$ cat src/rtl/ng_pkg.sv
package ng_pkg;
  localparam int NG_CODE_W = 5;
  localparam int NG_NCODE  = 1 << NG_CODE_W;

  typedef enum logic [1:0] {
    NG_HOLD      = 2'd0,
    NG_MUTE      = 2'd1,
    NG_FADE      = 2'd2,
    NG_FADE_MUTE = 2'd3
  } ng_mode_e;

  // linear magnitude for a threshold code, full scale = 2^(dw-1)
  function automatic int thr_lin(input int code, input int dw);
    real db;
    db = -76.5 + 1.5 * code;
    return $rtoi((2.0 ** (dw - 1)) * (10.0 ** (db / 20.0)));
  endfunction
endpackage

$ cat src/rtl/ng_level_det.sv
module ng_level_det #(
  parameter int DW = 16
) (
  input  logic [DW-1:0]                sample_i,
  input  logic [ng_pkg::NG_CODE_W-1:0] code_i,
  output logic                         below_o
);
  logic [DW-1:0] thr_tab [ng_pkg::NG_NCODE];
  logic [DW-1:0] mag;

  for (genvar i = 0; i < ng_pkg::NG_NCODE; i++) begin : g_thr
    assign thr_tab[i] = DW'(ng_pkg::thr_lin(i, DW));
  end

  // unsigned DW bits hold |most negative| exactly
  assign mag     = sample_i[DW-1] ? (~sample_i + 1'b1) : sample_i;
  assign below_o = mag < thr_tab[code_i];
endmodule

$ cat src/rtl/ng_quiet_timer.sv
module ng_quiet_timer #(
  parameter int QUIET_CNT = 12000
) (
  input  logic clk_i,
  input  logic rst_ni,
  input  logic en_i,
  input  logic strobe_i,
  input  logic below_i,
  output logic active_o,
  output logic enter_o,
  output logic release_o
);
  localparam int CW = $clog2(QUIET_CNT + 1);

  logic [CW-1:0] cnt_q;
  logic          act_q;
  logic          hit;

  assign hit       = cnt_q == CW'(QUIET_CNT - 1);
  assign enter_o   = en_i & strobe_i & below_i & ~act_q & hit;
  assign release_o = act_q & (~en_i | (strobe_i & ~below_i));
  assign active_o  = act_q;

  always_ff @(posedge clk_i or negedge rst_ni) begin
    if (!rst_ni) begin
      cnt_q <= '0;
      act_q <= 1'b0;
    end else if (!en_i) begin
      cnt_q <= '0;
      act_q <= 1'b0;
    end else if (strobe_i) begin
      if (!below_i) begin
        cnt_q <= '0;
        act_q <= 1'b0;
      end else if (!act_q) begin
        if (hit) begin
          cnt_q <= '0;
          act_q <= 1'b1;
        end else begin
          cnt_q <= cnt_q + 1'b1;
        end
      end
    end
  end
endmodule

$ cat src/rtl/ng_gain_ctrl.sv
module ng_gain_ctrl #(
  parameter int GW       = 6,
  parameter int RAMP_DIV = 4,
  parameter int GAIN_MIN = 0
) (
  input  logic          clk_i,
  input  logic          rst_ni,
  input  logic [GW-1:0] gain_i,
  input  logic          active_i,
  input  logic          enter_i,
  input  logic          release_i,
  input  logic          strobe_i,
  input  logic          ramp_i,
  output logic [GW-1:0] gain_o,
  output logic          at_min_o
);
  localparam int RW = (RAMP_DIV > 1) ? $clog2(RAMP_DIV) : 1;

  logic [GW-1:0] gain_q, save_q;
  logic [RW-1:0] rc_q;
  logic          step;

  assign step     = rc_q == RW'(RAMP_DIV - 1);
  assign gain_o   = gain_q;
  assign at_min_o = gain_q <= GW'(GAIN_MIN);

  always_ff @(posedge clk_i or negedge rst_ni) begin
    if (!rst_ni) begin
      gain_q <= '0;
      save_q <= '0;
      rc_q   <= '0;
    end else if (enter_i) begin
      save_q <= gain_q;
      rc_q   <= '0;
    end else if (release_i) begin
      gain_q <= save_q;
    end else if (active_i) begin
      if (strobe_i && ramp_i) begin
        if (step) begin
          rc_q <= '0;
          if (!at_min_o) gain_q <= gain_q - 1'b1;
        end else begin
          rc_q <= rc_q + 1'b1;
        end
      end
    end else begin
      gain_q <= gain_i;
    end
  end
endmodule

$ cat src/rtl/noise_gate.sv
module noise_gate #(
  parameter int DW        = 16,
  parameter int GW        = 6,
  parameter int QUIET_CNT = 12000,
  parameter int RAMP_DIV  = 4,
  parameter int GAIN_MIN  = 0
) (
  input  logic                         clk_i,
  input  logic                         rst_ni,
  input  logic                         strobe_i,
  input  logic [DW-1:0]                sample_i,
  input  logic                         en_i,
  input  logic [ng_pkg::NG_CODE_W-1:0] thr_code_i,
  input  logic [1:0]                   type_i,
  input  logic [GW-1:0]                gain_i,
  output logic [GW-1:0]                gain_o,
  output logic                         mute_o,
  output logic                         valid_o,
  output logic [DW-1:0]                data_o
);
  import ng_pkg::*;

  logic below, gate_act, gate_enter, gate_release, at_min, ramp;
  logic [DW-1:0] data_q;
  logic valid_q;
  ng_mode_e mode;

  assign mode = ng_mode_e'(type_i);
  assign ramp = (mode == NG_FADE) || (mode == NG_FADE_MUTE);

  ng_level_det #(.DW(DW)) u_lvl (
    .sample_i (sample_i),
    .code_i   (thr_code_i),
    .below_o  (below)
  );

  ng_quiet_timer #(.QUIET_CNT(QUIET_CNT)) u_tmr (
    .clk_i     (clk_i),
    .rst_ni    (rst_ni),
    .en_i      (en_i),
    .strobe_i  (strobe_i),
    .below_i   (below),
    .active_o  (gate_act),
    .enter_o   (gate_enter),
    .release_o (gate_release)
  );

  ng_gain_ctrl #(.GW(GW), .RAMP_DIV(RAMP_DIV), .GAIN_MIN(GAIN_MIN)) u_gain (
    .clk_i     (clk_i),
    .rst_ni    (rst_ni),
    .gain_i    (gain_i),
    .active_i  (gate_act),
    .enter_i   (gate_enter),
    .release_i (gate_release),
    .strobe_i  (strobe_i),
    .ramp_i    (ramp),
    .gain_o    (gain_o),
    .at_min_o  (at_min)
  );

  always_ff @(posedge clk_i or negedge rst_ni) begin
    if (!rst_ni) begin
      data_q  <= '0;
      valid_q <= 1'b0;
    end else begin
      valid_q <= strobe_i;
      if (strobe_i) data_q <= sample_i;
    end
  end

  assign mute_o  = en_i & gate_act &
                   ((mode == NG_MUTE) | ((mode == NG_FADE_MUTE) & at_min));
  assign valid_o = valid_q;
  assign data_o  = mute_o ? '0 : data_q;
endmodule

$ cat config.mk
export PLATFORM = sky130hd
export DESIGN_NAME = noise_gate
export DESIGN_NICKNAME = d
export VERILOG_FILES = /design/src/rtl/ng_pkg.sv /design/src/rtl/ng_level_det.sv /design/src/rtl/ng_quiet_timer.sv /design/src/rtl/ng_gain_ctrl.sv /design/src/rtl/noise_gate.sv
export SDC_FILE = /design/constraint.sdc
export NUM_CORES = 1
export LEC_CHECK = 0
export BUFFER_PORTS_ARGS = -buffer_cell sky130_fd_sc_hd__clkbuf_2
export CELL_PAD_IN_SITES_DETAIL_PLACEMENT = 1
export CELL_PAD_IN_SITES_GLOBAL_PLACEMENT = 2
export CORE_ASPECT_RATIO = 0.6
export CORE_MARGIN = 4
export CORE_UTILIZATION = 38
export DETAILED_ROUTE_END_ITERATION = 10
export MAX_ROUTING_LAYER = met4
export PLACE_DENSITY = 0.93
export SLEW_MARGIN = 20
export SYNTH_ARGS = -nofsm -noshare
export SYNTH_HDL_FRONTEND = slang
export SYNTH_SLANG_ARGS = --single-unit
$ cat constraint.sdc
create_clock -name clk_i -period 4.4 [get_ports clk_i]
set_input_delay 0.44 -clock clk_i [delete_from_list [all_inputs] [get_ports clk_i]]
set_output_delay 0.44 -clock clk_i [all_outputs]
set_load 0.005 [all_outputs]
==> results.md, run 1 <==
- Critical path required time: 4.58 ns
- Worst setup EP type: flop
- Seq/Total Area, Yosys: 32.86%
- Prevailing post-synth register cell: dfrtp_1
- # setup viols final: 0
- Chip Height: 82.38 um
- RR Endpoint: u_gain.gain_o[5]
- Fraction of layout cells with a size suffix above 1: 26.38%
- Hold WS: 0.2416 ns
- R2R Setup Slk: 1.73 ns
- Clock Latency Late Sink: 0.29 ns
- Syn Nets: 436
- H-Tree Level Count: 2
- Clock Skews: 0.005042 ns
- RSZ-0062 raised after global routing: false
- Hold Buf Count CTS: 0
- WL/cell: 18.44 um
- Core footprint: 0.008751 mm^2
- Clock sinks: 46
- Largest net degree at the start of global routing: 47
- Final Hold Vio Count: 0
- Initial Utilization: 40.03%
- Fin crit share: 83.69%
- Post-route ant nets: 0
- HPWL after DPL: 7.935 mm
- Clock root cell: clkbuf_16
- Crit Path Category: in -> reg
- Setup TNS: 0 ns
- Top cells by count, synth: dfrtp_1 (46), o21ai_0 (32), nor2_1 (30), nand2_1 (27), nor2b_1 (22)
- CTS tree: yes
- Critical Path AT: 3.86 ns
- Ys Warns: 0
- CP Launch Type: input port
- Fin area: 0.004048 mm^2
- Placement Setup Slack: 0.4388 ns
- RePlAce Congestion: 0.8081
- Worst R2R Start: u_gain.gain_o[0]
- Worst-path maximum fanout: 9
- Antenna violations before repair: 0
- Leak pwr: 1.876 nW
- DR vias: 3075
- HP Class: in -> async
- Layout area overhead: 15.54%
- I/O pin total: 57
- Highest clock rate: 271.6 MHz
- DRT Wirelength: 10.11 mm
- Overall Global Routing Usage: 19.85%
- Placement Cell Area: 0.003854 mm^2
- Mean Syn Cell Area: 9.006 um^2
- Synth area leaders: dfrtp_1 (33%), mux2_2 (6.7%), ha_1 (5.0%)
- Gr ovfl total: 0
- Reg clk slew, reported paths: 0.07 ns
- Fraction of registers with async set/reset: 100.0%
- Row cnt: 26
- Post-cts sizing count: 0
- Iter 0 DRT Violations: 178
- CTS Buf Count: 5
- Number of global-route vias before repair: 3101
- Period minus WS final: 3.683 ns
- Post-CTS Setup Bufs: 0
- First-pass GRT wire length: 16.78 mm
- Worst Setup SP: sample_i[3]
- Yosys top cell area share: 32.86%
- Worst-margin pin slew: 0.8201 ns
- DRC errors left: 0
- Synth cell types: 62
- Maxcap violations: 0
- Port Buffers: 56
- PwrDens: 292.1 mW/mm^2
- Cell accounting for the most synthesized area: dfrtp_1
- Yosys reg bits: 46
- Synthesized instance count: 389
- Post-Syn Area: 0.003503 mm^2
- Final setup margin: 0.7174 ns
- Final Net Count: 482
- Run status: completed
- Die area: 0.01087 mm^2
- Die span in x: 132.0 um
- Worst VDD drop: 0.0001561 V
- Vias per inst: 5.611
- Worst reg-to-reg path cell count: 9
- Count leader, synth: dfrtp_1
- Layout fillers: 1045
- ANT cells: 0
- Max-slew violation count: 0
- Post-synth EDFFs: 0
- Max clock buf depth: 2
- Worst rel slew slack: 45.32%
- DR pass1 iterations: 4
==> power by group <==
| part | internal, mW | switching, mW | total, mW |
|---|---|---|---|
| Sequential | 0.442 | 0.0155 | 0.458 |
| Combinational | 0.102 | 0.129 | 0.231 |
| Clock | 0.326 | 0.167 | 0.493 |
==> cells in the final DEF, fill, tap and decap left out, types with 3 or more instances in the layout <==
cell	Yosys	routed
o31ai_1	7	7
nor3_1	4	4
o211ai_1	3	3
xnor2_1	13	13
buf_4	0	4
clkbuf_16	0	5
nand2b_1	9	9
mux2i_1	6	6
a21o_1	12	12
a21oi_1	16	16
nand3_1	11	11
nand4_1	3	3
dfrtp_1	46	46
nor3b_1	10	10
nand2_1	27	27
a22o_1	3	3
inv_1	16	16
nand4b_1	3	3
mux2_4	6	6
nor2_1	30	30
nor2b_1	22	22
nor4_1	3	3
ha_1	14	14
o21ai_0	32	32
mux2_2	21	21
mux2_1	4	4
clkbuf_2	0	56
and3_1	7	7
==> state kept, by name, indices dropped and copies added (netlist names) <==
register and count:
data_q 16, u_tmr.cnt_q 14, u_gain.gain_o 6, u_gain.save_q 6, u_gain.rc_q 2, u_tmr.active_o 1, valid_o 1
==> logic make-up after synthesis <==
group | Yosys count | synth area share [%]
XOR/XNOR | 14 | 3.500
buffers and inverters | 37 | 4.571
AO/OA/AOI/OAI | 93 | 17.36
multiplexers | 37 | 12.32
AND/OR/NAND/NOR | 148 | 24.39
adder cells (fa/ha/maj) | 14 | 5.000
flip-flops | 46 | 32.86
==> metrics by stage <==
step                      util (%)  instances  power [mW]
after floorplan                  -        389      0.6018
after detailed placement     44.04        540      0.6968
after global placement       44.04        540      0.6842
after global routing         46.25        548       1.248
final                        46.25        548       1.182
after CTS                    46.25        548       1.194
==> layer usage <==
layer	track usage [%]	wire [um]	vias up
li1	-	-	1493
met3	3.511	376	7
met4	3.774	72	0
met1	28.58	5421	1517
met2	29.50	4236	58
met5	-	0	-
==> critical path: stages <==
cell	delay, ns
clkbuf_2	0.13
nor4_1	0.50
nand2b_1	0.17
o31ai_1	0.28
xnor2_1	0.16
ha_1	0.26
a21oi_1	0.13
o21ai_0	0.14
a211oi_1	0.24
a31o_2	0.32
nand3_1	0.13
or4_4	0.62
mux2_4	0.33
==> layout make-up <==
class	instances	area, um^2	share of cell area, %
Sequential cell	46	1151	28.44
Multi-Input combinational cell	306	2192	54.16
Clock inverter	3	68.82	1.700
Clock buffer	5	125.1	3.091
Inverter	16	60.06	1.484
Tap cell	112	140.1	3.462
Timing Repair Buffer	60	310.3	7.666
==> worst max-delay path by stage <==
| stage | slack (ns) | to | depth (start not counted) |
|---|---|---|---|
| after floorplan | 0.95 | u_gain.save_q[0] | 14 |
| after global placement | 0.61 | u_gain.save_q[2] | 13 |
| after detailed placement | 0.44 | u_gain.save_q[2] | 13 |
| after CTS | 0.75 | u_gain.save_q[2] | 13 |
| after global routing | 0.52 | u_tmr.cnt_q[5] | 13 |
| final | 0.72 | u_gain.save_q[2] | 13 |
(Power assumes the default switching activity.)
==> run 2: changes to the inputs <==
Settings changed: CORE_UTILIZATION 38 to 35, PLACE_DENSITY 0.93 to 0.87.
Clock period 4.4 ns to 3.53 ns, I/O delays scaled along.
==> run 2 against run 1 <==
Effect of this change: sequential share of layout area decreased by 1.4 points; clock power decreased by 2%; first-iteration DRC count increased by 3.9%; wire length increased by 2.7%; critical path type unchanged; critical endpoint is now u_gain.gain_o[3].
==> results.md, run 2 (same netlist as run 1, synthesis figures left out) <==
- Reg clk slew, reported paths: 0.07 ns (about the same)
- DR vias: 3218 (+4.7%)
- RePlAce Congestion: 0.8471 (+4.8%)
- Chip Height: 85.50 um (+3.8%)
- Clock Skews: 0.01032 ns (+0.005281 ns)
- Worst R2R Start: u_gain.gain_o[0]
- Worst setup EP type: flop
- HP Class: in -> async
- Layout area overhead: 21.64%
- Fin crit share: 93.68%
- Leak pwr: 1.985 nW (+5.8%)
- Final Hold Vio Count: 0 (unchanged)
- R2R Setup Slk: 0.80 ns (-0.93 ns)
- Layout fillers: 1131 (+8.2%)
- Clock root cell: clkbuf_16
- Die area: 0.01173 mm^2 (+7.9%)
- Final Net Count: 509 (+5.6%)
- Post-CTS Setup Bufs: 0 (unchanged)
- ANT cells: 0 (unchanged)
- RSZ-0062 raised after global routing: false
- CP Launch Type: input port
- Fraction of layout cells with a size suffix above 1: 31.53% (+5.2 points)
- Post-Place Cells: 585 (+8.3%)
- Max reg flops: 16 (unchanged)
- CTS tree: yes
- WL/cell: 17.50 um (-5.1%)
- Period minus WS final: 3.307 ns
- RR Endpoint: u_gain.gain_o[1]
- Highest clock rate: 302.4 MHz
- Antenna violations before repair: 0 (unchanged)
- Crit Path Category: in -> reg
- First-pass GRT wire length: 17.08 mm (+1.8%)
- Worst rel slew slack: 46.13% (+0.80 points)
- Largest registers: data_q (16), u_tmr.cnt_q (14)
- Worst reg-to-reg path cell count: 11 (+2)
- Maxcap violations: 0 (unchanged)
- DR pass1 iterations: 4 (unchanged)
- Max-slew violation count: 0 (unchanged)
- Worst-path maximum fanout: 6 (-3)
- Hold WS: 0.02635 ns (-0.2152 ns)
- CTS Buf Count: 5 (unchanged)
- Worst-margin pin slew: 0.8081 ns (-0.01206 ns)
- Post-route ant nets: 0 (unchanged)
- Initial Utilization: 37.04% (-3.0 points)
- Setup TNS: 0 ns (unchanged)
- Clock sinks: 46 (unchanged)
- Total power: 1.366 mW (+16%)
- Clock Latency Late Sink: 0.29 ns (about the same)
- Max clock buf depth: 2 (unchanged)
- Core footprint: 0.009459 mm^2 (+8.1%)
- Die span in x: 137.2 um (+3.9%)
- Gr ovfl total: 0 (unchanged)
- HPWL after DPL: 8.257 mm (+4.1%)
- DRT Wirelength: 10.38 mm (+2.7%)
- Commonest cells after routing, fill and taps aside: clkbuf_2 (56), dfrtp_1 (46), o21ai_0 (31), buf_4 (31), nor2_1 (30)
- Overall Global Routing Usage: 18.80% (-1.0 points)
- Largest net degree at the start of global routing: 26 (-45%)
- Iter 0 DRT Violations: 185 (+3.9%)
- Area of the multi-input gates: 0.002226 mm^2 (+1.5%)
- Final core utilization: 45.05% (-1.2 points)
- Seq. cell area: 0.001151 mm^2 (unchanged)
- H-Tree Level Count: 2 (unchanged)
- Port Buffers: 56 (unchanged)
- Row cnt: 27 (+3.8%)
- Most common cell after layout, fill and taps aside: clkbuf_2
- PwrDens: 320.5 mW/mm^2 (+9.7%)
- DRC errors left: 0 (unchanged)
- Critical Path AT: 3.49 ns (-0.37 ns)
- Largest reg by FF count: data_q
- Hold Buf Count CTS: 0 (unchanged)
- I/O pin total: 57 (unchanged)
- Final Instance Count excl. Fillers: 593 (+8.2%)
- Worst VDD drop: 0.0001755 V (+12%)
- Vias per inst: 5.427 (-3.3%)
- Run status: completed
- Critical path required time: 3.72 ns (-0.86 ns)
- # setup viols final: 0 (unchanged)
- Number of global-route vias before repair: 3268 (+5.4%)
==> run 2: changes by cell type in the layout (fill, tap and decap cells not counted), sizes merged <==
cell,previous run,this run
buf,4,31
clkinvlp,0,2
inv,16,17
bufinv,2,0
clkinv,1,0
==> run 2: timing repair <==
action / 4_1_cts / 5_1_grt
cloned: 0 / 0
pin swaps: 0 / 1
endpoints found under the setup margin: 5 / 20
gates resized for setup: 1 / 5
==> run 2: per-layer routing <==
layer | global-route usage (%) | vias to the layer above | wire [um] | part of all wire [%]
li1 | - | 1544 | - | -
met1 | 28.30 | 1598 | 5560 | 54
met2 | 25.61 | 67 | 4176 | 40
met3 | 3.751 | 9 | 542 | 5.2
met4 | 4.348 | 0 | 102 | 0.98
met5 | - | - | 0 | 0
==> run 2: critical path, stage by stage <==
cell      delay, ns
clkbuf_2       0.15
nor4_4         0.31
buf_4          0.15
nand2b_1       0.06
buf_4          0.14
o21ai_0        0.22
xnor2_1        0.17
ha_1           0.28
a21o_2         0.20
a21oi_1        0.19
o211ai_2       0.17
nor4b_4        0.27
a21oi_2        0.09
buf_4          0.17
mux2_1         0.31
mux2_2         0.26
==> run 2: stage by stage <==
stage | worst slack, ns | instance area (um^2)
final | 0.2233 | 4262
after global placement | -0.2196 | 4079
after floorplan | 0.1710 | 3503
after detailed placement | -0.3204 | 4079
after global routing | 0.001794 | 4262
after CTS | 0.08207 | 4234
==> run 2: cell type report <==
| cell class | instances | area share, % |
|---|---|---|
| Clock buffer | 5 | 2.936 |
| Multi-Input combinational cell | 306 | 52.23 |
| Clock inverter | 3 | 0.5578 |
| Inverter | 16 | 1.409 |
| Tap cell | 130 | 3.817 |
| Timing Repair Buffer | 87 | 12.04 |
| Sequential cell | 46 | 27.01 |
==> run 2: report_power, final <==
part / internal [mW] / switching (mW) / total, mW
Clock: 0.265 / 0.220 / 0.485
Combinational: 0.143 / 0.169 / 0.312
Sequential: 0.551 / 0.0180 / 0.569
Total: 0.959 / 0.407 / 1.37
==> run 2: worst max path at each step <==
| stage | from | to | slack [ns] |
|---|---|---|---|
| global placement | sample_i[3] | u_gain.save_q[1] | -0.22 |
| global route | sample_i[3] | u_tmr.cnt_q[7] | 0.002 |
| floorplan | thr_code_i[2] | u_gain.save_q[0] | 0.17 |
| detailed placement | sample_i[3] | u_gain.save_q[1] | -0.32 |
| CTS | sample_i[3] | u_gain.save_q[0] | 0.08 |
| finish | sample_i[3] | u_gain.gain_o[3] | 0.22 |
